**config.mk**
```make
export PLATFORM = sky130hd
export DESIGN_NAME = flash_wr_qualifier
export DESIGN_NICKNAME = d
export VERILOG_FILES = /design/src/rtl/fwq_pkg.sv /design/src/rtl/fwq_sync.sv /design/src/rtl/fwq_glitch.sv /design/src/rtl/fwq_fsm.sv /design/src/rtl/flash_wr_qualifier.sv
export SDC_FILE = /design/constraint.sdc
export NUM_CORES = 1
export LEC_CHECK = 0
export BUFFER_PORTS_ARGS = -buffer_cell sky130_fd_sc_hd__buf_2
export CAP_MARGIN = 20
export CELL_PAD_IN_SITES_DETAIL_PLACEMENT = 1
export CELL_PAD_IN_SITES_GLOBAL_PLACEMENT = 2
export CORE_ASPECT_RATIO = 0.9
export CORE_MARGIN = 5
export CORE_UTILIZATION = 35
export DETAILED_ROUTE_END_ITERATION = 10
export GPL_TIMING_DRIVEN = 0
export HOLD_SLACK_MARGIN = 0.05
export PLACE_DENSITY = 0.82
export RECOVER_POWER = 100
export SLEW_MARGIN = 10
export SYNTH_ARGS = -nofsm -noshare
export SYNTH_HDL_FRONTEND = slang
export SYNTH_HIERARCHICAL = 1
export SYNTH_SLANG_ARGS = --single-unit
export TNS_END_PERCENT = 100
```
**constraint.sdc**
```tcl
create_clock -name clk -period 1.6 [get_ports clk]
set_input_delay 0.16 -clock clk [delete_from_list [all_inputs] [get_ports clk]]
set_output_delay 0.16 -clock clk [all_outputs]
set_load 0.01 [all_outputs]
```
**src/rtl/fwq_pkg.sv**
```systemverilog
package fwq_pkg;
  typedef enum logic [1:0] {
    ST_LOCKED = 2'd0,
    ST_ARMED  = 2'd1,
    ST_ACTIVE = 2'd2
  } fwq_state_e;

  localparam int unsigned PIN_OE = 0;
  localparam int unsigned PIN_WE = 1;
  localparam int unsigned PIN_CE = 2;
  localparam int unsigned N_PINS = 3;
endpackage

```
**src/rtl/fwq_sync.sv**
```systemverilog
module fwq_sync #(
  parameter int unsigned W       = 1,
  parameter logic        RST_BIT = 1'b0
) (
  input  logic         clk,
  input  logic         rst_n,
  input  logic [W-1:0] d,
  output logic [W-1:0] q
);
  logic [W-1:0] meta;

  always_ff @(posedge clk or negedge rst_n) begin
    if (!rst_n) begin
      meta <= {W{RST_BIT}};
      q    <= {W{RST_BIT}};
    end else begin
      meta <= d;
      q    <= meta;
    end
  end
endmodule

```
**src/rtl/fwq_glitch.sv**
```systemverilog
module fwq_glitch #(
  parameter int unsigned N_GLITCH = 3,
  parameter logic        RST_BIT  = 1'b0
) (
  input  logic clk,
  input  logic rst_n,
  input  logic pin_s,
  output logic pin_f
);
  localparam int unsigned CW = (N_GLITCH < 2) ? 1 : $clog2(N_GLITCH);
  localparam logic [CW-1:0] LAST = CW'(N_GLITCH - 1);

  logic [CW-1:0] cnt, cnt_nxt;
  logic          f_nxt;

  always_comb begin
    f_nxt   = pin_f;
    cnt_nxt = '0;
    if (pin_s != pin_f) begin
      if (cnt == LAST) begin
        f_nxt   = pin_s;
        cnt_nxt = '0;
      end else begin
        cnt_nxt = cnt + 1'b1;
      end
    end
  end

  always_ff @(posedge clk or negedge rst_n) begin
    if (!rst_n) begin
      cnt   <= '0;
      pin_f <= RST_BIT;
    end else begin
      cnt   <= cnt_nxt;
      pin_f <= f_nxt;
    end
  end
endmodule

```
**src/rtl/fwq_fsm.sv**
```systemverilog
module fwq_fsm
  import fwq_pkg::*;
#(
  parameter int unsigned ADDR_W = 11,
  parameter int unsigned DATA_W = 16
) (
  input  logic              clk,
  input  logic              rst_n,
  input  logic              ce_f,
  input  logic              we_f,
  input  logic              oe_f,
  input  logic              sup_ok,
  input  logic [ADDR_W-1:0] addr_s,
  input  logic [DATA_W-1:0] data_s,
  output logic              stb,
  output logic [ADDR_W-1:0] addr_q,
  output logic [DATA_W-1:0] data_q,
  output fwq_state_e        state
);
  fwq_state_e st_nxt;
  logic       stb_nxt;
  logic       cap_en;
  logic       start_ok;
  logic       released;

  // filtered pins: both strobes asserted with output enable inactive
  assign start_ok = !ce_f && !we_f && oe_f;
  assign released = ce_f || we_f;

  always_comb begin
    st_nxt  = state;
    stb_nxt = 1'b0;
    cap_en  = 1'b0;
    case (state)
      ST_LOCKED: begin
        if (sup_ok && released) st_nxt = ST_ARMED;
      end
      ST_ARMED: begin
        if (!sup_ok)        st_nxt = ST_LOCKED;
        else if (start_ok)  st_nxt = ST_ACTIVE;
      end
      ST_ACTIVE: begin
        if (!sup_ok || !oe_f) begin
          st_nxt = ST_LOCKED;
        end else if (released) begin
          st_nxt  = ST_ARMED;
          stb_nxt = 1'b1;
          cap_en  = 1'b1;
        end
      end
      default: st_nxt = ST_LOCKED;
    endcase
  end

  always_ff @(posedge clk or negedge rst_n) begin
    if (!rst_n) begin
      state <= ST_LOCKED;
      stb   <= 1'b0;
    end else begin
      state <= st_nxt;
      stb   <= stb_nxt;
    end
  end

  always_ff @(posedge clk or negedge rst_n) begin
    if (!rst_n) begin
      addr_q <= '0;
      data_q <= '0;
    end else if (cap_en) begin
      addr_q <= addr_s;
      data_q <= data_s;
    end
  end
endmodule

```
**src/rtl/flash_wr_qualifier.sv**
```systemverilog
module flash_wr_qualifier
  import fwq_pkg::*;
#(
  parameter int unsigned ADDR_W   = 11,
  parameter int unsigned DATA_W   = 16,
  parameter int unsigned N_GLITCH = 3
) (
  input  logic              clk,
  input  logic              rst_n,
  input  logic              bus_ce_n,
  input  logic              bus_we_n,
  input  logic              bus_oe_n,
  input  logic [ADDR_W-1:0] bus_addr,
  input  logic [DATA_W-1:0] bus_data,
  input  logic              supply_ok,
  output logic              cmd_stb,
  output logic [ADDR_W-1:0] cmd_addr,
  output logic [DATA_W-1:0] cmd_data,
  output logic              cmd_rd_reset
);
  localparam int unsigned BUS_W = ADDR_W + DATA_W;

  logic [N_PINS-1:0] ctl_raw, ctl_s, ctl_f;
  logic [BUS_W-1:0]  bus_s;
  logic              sup_s;
  fwq_state_e        state;
  logic              in_active;
  logic              we_sync, we_filt;

  assign ctl_raw[PIN_CE] = bus_ce_n;
  assign ctl_raw[PIN_WE] = bus_we_n;
  assign ctl_raw[PIN_OE] = bus_oe_n;

  // control pins reset to the asserted level so pins held low stay locked
  fwq_sync #(.W(N_PINS), .RST_BIT(1'b0)) u_ctl_sync (
    .clk(clk), .rst_n(rst_n), .d(ctl_raw), .q(ctl_s)
  );

  fwq_sync #(.W(BUS_W), .RST_BIT(1'b0)) u_bus_sync (
    .clk(clk), .rst_n(rst_n), .d({bus_addr, bus_data}), .q(bus_s)
  );

  fwq_sync #(.W(1), .RST_BIT(1'b0)) u_sup_sync (
    .clk(clk), .rst_n(rst_n), .d(supply_ok), .q(sup_s)
  );

  for (genvar gi = 0; gi < N_PINS; gi++) begin : g_filt
    fwq_glitch #(.N_GLITCH(N_GLITCH), .RST_BIT(1'b0)) u_glitch (
      .clk(clk), .rst_n(rst_n), .pin_s(ctl_s[gi]), .pin_f(ctl_f[gi])
    );
  end

  fwq_fsm #(.ADDR_W(ADDR_W), .DATA_W(DATA_W)) u_fsm (
    .clk    (clk),
    .rst_n  (rst_n),
    .ce_f   (ctl_f[PIN_CE]),
    .we_f   (ctl_f[PIN_WE]),
    .oe_f   (ctl_f[PIN_OE]),
    .sup_ok (sup_s),
    .addr_s (bus_s[BUS_W-1:DATA_W]),
    .data_s (bus_s[DATA_W-1:0]),
    .stb    (cmd_stb),
    .addr_q (cmd_addr),
    .data_q (cmd_data),
    .state  (state)
  );

  assign cmd_rd_reset = !sup_s;
  assign in_active    = (state == ST_ACTIVE);
  assign we_sync      = ctl_s[PIN_WE];
  assign we_filt      = ctl_f[PIN_WE];
endmodule

```
# == Yosys cells after proc, flatten, opt, wreduce, memory -nomap -nowiden ==
# Index checks and enable logic that the tools add are counted.
# totals
reg_bits,101
in_bits,33
output_inout_bits,29
# op_classes
n_mux,15
n_reduce_logical,14
addsub,3
eq_ne,11
# op_table
operator,n
2-bit 2-to-1 mux,11
2-bit == test (second input constant),4
2-bit by 1-bit adder with 2-bit output (second input constant),3
2-bit one-hot mux with 3 select lines,1
2-bit AND reduction,3
1-bit zero test,4
1-bit logical AND,3
1-bit 2-to-1 mux,3
1-bit inequality test,3
3-bit by 1-bit inequality test with 1-bit output (second input constant),1
3-bit by 2-bit inequality test with 1-bit output (second input constant),1
3-bit AND reduction,1
2-bit by 1-bit == test with 1-bit output (second input constant),1
2-bit zero test,1
1-bit logical OR,2
2-bit by 1-bit inequality test with 1-bit output (second input constant),1

# == Longest topological paths before layout ==
# depth
depth_word,6
depth_mapped,4
depth_no_buf,3

# == Modules after synthesis ==
# The synthesis kept the hierarchy.
# by_module_without_submodules
module,area_each_um2,instances,cells_each,seq_area_each_um2
fwq_sync at u_bus_sync,1351.3,1,54,1351.3
fwq_fsm,1152.4,1,69,750.7
fwq_glitch,125.1,3,8,75.1
fwq_sync at u_ctl_sync,150.1,1,6,150.1
fwq_sync at u_sup_sync,50.0,1,2,50.0
flash_wr_qualifier,3.8,1,1,0.0

# == Least setup slack after synthesis ==
# No wires, ideal clock.
# synth_path
kind,reg-to-reg
startpoint,register u_fsm.state[0]
endpoint,register u_fsm.addr_q[0]
path_buffers,1
period_less_slack_ns,1.540
setup_time_ns,0.125
t_required_ns,1.475
t_arrival_ns,1.415
stages_incl_launch_ff,5
path_slack_ns,0.060
path_cell_list,dfrtp_1 -> nand2b_4 -> nor3_4 -> buf_6 -> mux2_2
# synth_via
elab_chain_cells,2
# synth_lines
element,line,text
from (decl),fwq_fsm.sv:18,output fwq_state_e state
from (signal assigned),fwq_fsm.sv:60,state <= st_nxt;
2-bit == test,fwq_fsm.sv:34,case (state)
1-bit 2-to-1 mux,fwq_fsm.sv:34,
to (signal assigned),fwq_fsm.sv:70,addr_q <= addr_s;
to (decl),fwq_fsm.sv:16,"output logic [ADDR_W-1:0] addr_q,"
# No other way between the ends.
# A chain may end at the register's enable or synchronous reset.

# == Worst setup path after layout ==
# layout_path
startpoint,register g_filt[0].u_glitch.pin_f
endpoint,register u_fsm.addr_q[7]
# layout_via
elab_chain_cells,4
# layout_lines
element,line,text
from (decl),fwq_glitch.sv:8,output logic pin_f
from (signal assigned),fwq_glitch.sv:35,pin_f <= f_nxt;
1-bit zero test,fwq_fsm.sv:43,if (!sup_ok || !oe_f) begin
1-bit logical OR,fwq_fsm.sv:43,
1-bit 2-to-1 mux,fwq_fsm.sv:43,
1-bit 2-to-1 mux,fwq_fsm.sv:34,
named net u_fsm.cap_en,fwq_fsm.sv:22,logic cap_en;
# The timed path passes the listed nets, and every way through them passes these cells.

==> results.txt <==
The run finished with clean final reports. The portion of total power attributed to the clock network came out at 27.3%. The worst slew margin relative to its limit is 39.6%.

The maximum clock path buffer count is 2. The type of destination of the critical path is a flip-flop. Clock-pin slew was measured on the worst setup and hold paths at 0.09 ns. The number of input and output port buffers inserted is 61. The initial core utilization came out at 36.0%. From bottom edge to top edge, the die measures 99.0 µm. The critical hold path startpoint is u_bus_sync/meta[18]$_DFF_PN0_.

The switching share of total power is 26.6%. In this run the critical register-to-register path is launched from g_filt[0].u_glitch/pin_f$_DFFE_PN0P_. Clock skew on the completed layout was measured at 0.00837 ns. The master of the slowest instance on the critical path is dfrtp_2. At the end of the flow, the number of nets in the layout was 300. The wire length on met2 came out at 2820 µm. The cell area after synthesis came out at 0.00308 mm². The required arrival time at the worst endpoint is 1.84 ns.

The initial antenna violation count is 0. The proportion of netlist area held by the largest area contributor is 82.0%. The wire length the detailed router placed on met1 is 2060 µm. The routed design uses 307 µm of met3 wire.

The dominant cell type by area after synthesis is dfrtp_1. Across the run, the number of max-cap violations was 0. The cell count after synthesis came out at 156.

The post-detailed-route DRC marker count came out at 0. The critical path goes through nand2_1, nor3_4, buf_4, buf_6, mux2_2. The number of synthesized register bits came out at 101.

The transition at the pin with the smallest max-transition slack came out at 0.905 ns. The TritonCTS clock tree is built. The maximum clock frequency came out at 653 MHz. From left edge to right edge, the die measures 109 µm. Dividing the detail-routed wire length by the instance count gives 13.4 µm.

Setup violations remaining at the end of the flow were counted as 0. The final max-slew violation count came out at 0. The global-route wire length before repair came out at 9130 µm. The worst hold path depth came out at 0. The placement row count is 32. The number of different library cells used by synthesis comes to 17. The number of H-tree branching levels is 3. The largest driver fanout on the critical path is 10. Counting I/O delays and the setup requirement, the final critical path takes 1.53 ns. Clock tree synthesis inserted a total of 9 buffers. The switching power summed over all nets came out at 1470 µW. In this run the top signal layer used is met4. The antenna diode instance count came out at 0. The critical path in this run is classified as reg2reg. The share of power burned in combinational logic is 16.2%. The share of cells above drive strength 1 is 43.8%. The sequential share of power came out at 56.5%. The leakage power total came out at 0.00203 µW. The clock reaches the later pin of the worst-skew pair after 0.36 ns. The routed layout has 1,631 vias. The power per cell area is 1340 mW/mm². The path with the worst hold slack has its endpoint at u_bus_sync/q[18]$_DFF_PN0_. Detailed placement finished with a half-perimeter wire length of 3330 µm.

The number of sinks on the clock net came out at 101. In the post-synthesis netlist, the biggest area contributors are dfrtp_1 (82%), mux2_2 (9.9%), mux2_4 (1.5%). The path class of the tightest hold or removal check is reg2reg. The endpoint of the lowest-slack register-to-register path is u_fsm/addr_q[7]$_DFFE_PN0P_. In this run, the number of DRC markers left after iteration 0 of detailed routing was 19.

The die covers 0.0108 mm². On the worst path, the slowest cell contributes a delay of 0.42 ns. The standard cell core area is 0.00857 mm².

The overall power after layout is 5540 µW. The sequential share of the synthesized area came out at 82.0%. The via count of the first global-routing pass is 1,811. The tree is rooted in a clkbuf_8. The number of enable-type register cells in the synthesized netlist came out at 0.

The internal portion of total power came out at 4060 µW. The yosys synthesis warning count came out at 6. The first-pass iteration count of the detailed router came out at 3. The final cell count without fillers is 391.

The number of hold violations in the final report came out at 0. The total wire length after detailed routing is 5240 µm. The count of cells along the worst register-to-register path came out at 5.

Setup repair after global routing could not meet its margin everywhere. The number of placed I/O pins is 62. STA classifies the critical path startpoint as a flip-flop. The post-place instance area is 0.00357 mm². The maximum number of pins on one net before global-route repair came out at 68.

The worst hold slack came out at 0.355 ns. Including well taps, the total number of placed cells is 337. The area growth from synthesis to layout is 33.5%. The final antenna-violating net count is 0. The overall global routing resource usage came out at 11.1%. The average cell area after synthesis came out at 19.8 µm². The number of nets in the synthesized netlist is 189. The routability-driven placement congestion ratio is 0.607.

The share of flip-flops with an asynchronous set or reset after synthesis came out at 100%. The signal arrival time at the worst endpoint is 1.77 ns. After detailed routing, the number of vias per cell comes to 4.17. The flop-to-flop setup slack is 0.07 ns. With fillers left out, the area of the finished cells amounts to 0.00412 mm². The maximum resistive drop on vdd came out at 0.588 mV. For this run, the leading register cell type out of synthesis is dfrtp_1. Of the available clock period, the critical path in the final layout requires 95.7%. After global routing the overflow that remains totals 0.
-- per-stage QoR --
step                      TNS, ns  worst slack (ns)  util [%]
after floorplan                 0            0.0602         -
after global placement     -64.29            -0.611      41.3
after detailed placement    -4.02            -0.215      41.6
after CTS                       0            0.0131      48.0
after global routing      -0.0483           -0.0176      48.0
final                           0            0.0694      48.0
-- worst max-delay path, delay by kind of cell, from the launching register on --
| kind | cells | cell delay (ns) |
|---|---|---|
| multiplexers | 1 | 0.34 |
| buffers and inverters | 2 | 0.33 |
| AND/OR/NAND/NOR | 2 | 0.34 |
| flip-flops | 1 | 0.42 |
-- layer usage --
metal,global-route usage [%],up-vias
met5,0,-
met4,4.08,0
met3,4.58,6
met2,18.2,42
met1,13.1,842
li1,-,741
-- state kept, by name (all words and copies together), names as in the netlist --
signal	flops
u_bus_sync/q	27
u_ctl_sync/q	3
g_filt.u_glitch/pin_f	3
u_fsm/data_q	16
u_bus_sync/meta	27
g_filt.u_glitch/cnt	6
u_fsm/stb	1
u_ctl_sync/meta	3
u_fsm/state	2
u_sup_sync/q	1
u_sup_sync/meta	1
u_fsm/addr_q	11
-- power groups by stage --
| stage | clock (µW) | sequential [µW] | combinational, µW |
|---|---|---|---|
| global placement | 0 | 3160 | 789 |
| global route | 1710 | 3190 | 991 |
| finish | 1510 | 3130 | 896 |
| detailed placement | 0 | 3190 | 832 |
| CTS | 1590 | 3140 | 897 |
| floorplan | 0 | 3210 | 421 |
-- final cells by class --
class / instances / area [µm²]
Clock inverter: 6 / 53.8
Inverter: 1 / 3.75
Sequential cell: 101 / 2530
Multi-Input combinational cell: 52 / 526
Fill cell: 879 / 4450
Buffer: 2 / 22.5
Clock buffer: 10 / 138
Tap cell: 119 / 149
Timing Repair Buffer: 100 / 696
-- how the worst max path moves through the flow --
stage / slack (ns) / from / endpoint / cells after the start
floorplan: 0.06 / u_fsm/state[0]$_DFFE_PN0P_ / u_fsm/addr_q[0]$_DFFE_PN0P_ / 4
global placement: -0.61 / rst_n / u_fsm/data_q[15]$_DFFE_PN0P_ / 1
detailed placement: -0.21 / u_fsm/state[0]$_DFFE_PN0P_ / u_fsm/data_q[15]$_DFFE_PN0P_ / 4
CTS: 0.01 / g_filt[0].u_glitch/pin_f$_DFFE_PN0P_ / u_fsm/data_q[2]$_DFFE_PN0P_ / 5
global route: -0.02 / g_filt[0].u_glitch/pin_f$_DFFE_PN0P_ / u_fsm/data_q[4]$_DFFE_PN0P_ / 5
finish: 0.07 / g_filt[0].u_glitch/pin_f$_DFFE_PN0P_ / u_fsm/addr_q[7]$_DFFE_PN0P_ / 5
-- what timing repair did --
item / CTS / global route
hold buffers: 32 / 0
resized for setup: 0 / 1
endpoints found under the hold margin: 65 / 0
buffers inserted: 4 / 2
setup endpoints to repair: 27 / 25
pin swaps: 1 / 0
-- cell usage after synthesis (2+ instances only) --
| cell | count |
|---|---|
| dfrtp_1 | 101 |
| mux2_2 | 27 |
| mux2_4 | 3 |
| nor2b_4 | 3 |
| nor3_1 | 3 |
| nor3b_1 | 3 |
| xnor2_1 | 3 |
| buf_6 | 2 |
| nand2b_1 | 2 |
| nor2_1 | 2 |
-- cells in the final DEF, fill, tap and decap left out, types with 2 or more instances in the layout --
cell	count
xnor2_1	3
mux2_2	27
nor3b_1	3
dfrtp_1	100
nor3_1	3
buf_2	58
nand2b_1	2
mux2_4	2
clkbuf_1	2
inv_6	2
nor2_1	2
clkinv_4	2
nor2b_4	3
dlygate4sd3_1	32
buf_4	6
clkbuf_8	10
buf_6	2
-- cells by family after synthesis --
| kind of cell | synth area share, % |
|---|---|
| multiplexers | 11.3 |
| AO/OA/AOI/OAI | 0.690 |
| XOR/XNOR | 0.852 |
| AND/OR/NAND/NOR | 4.30 |
| buffers and inverters | 0.852 |
| flip-flops | 82.0 |
No activity file was read; power rests on OpenSTA's default activity.
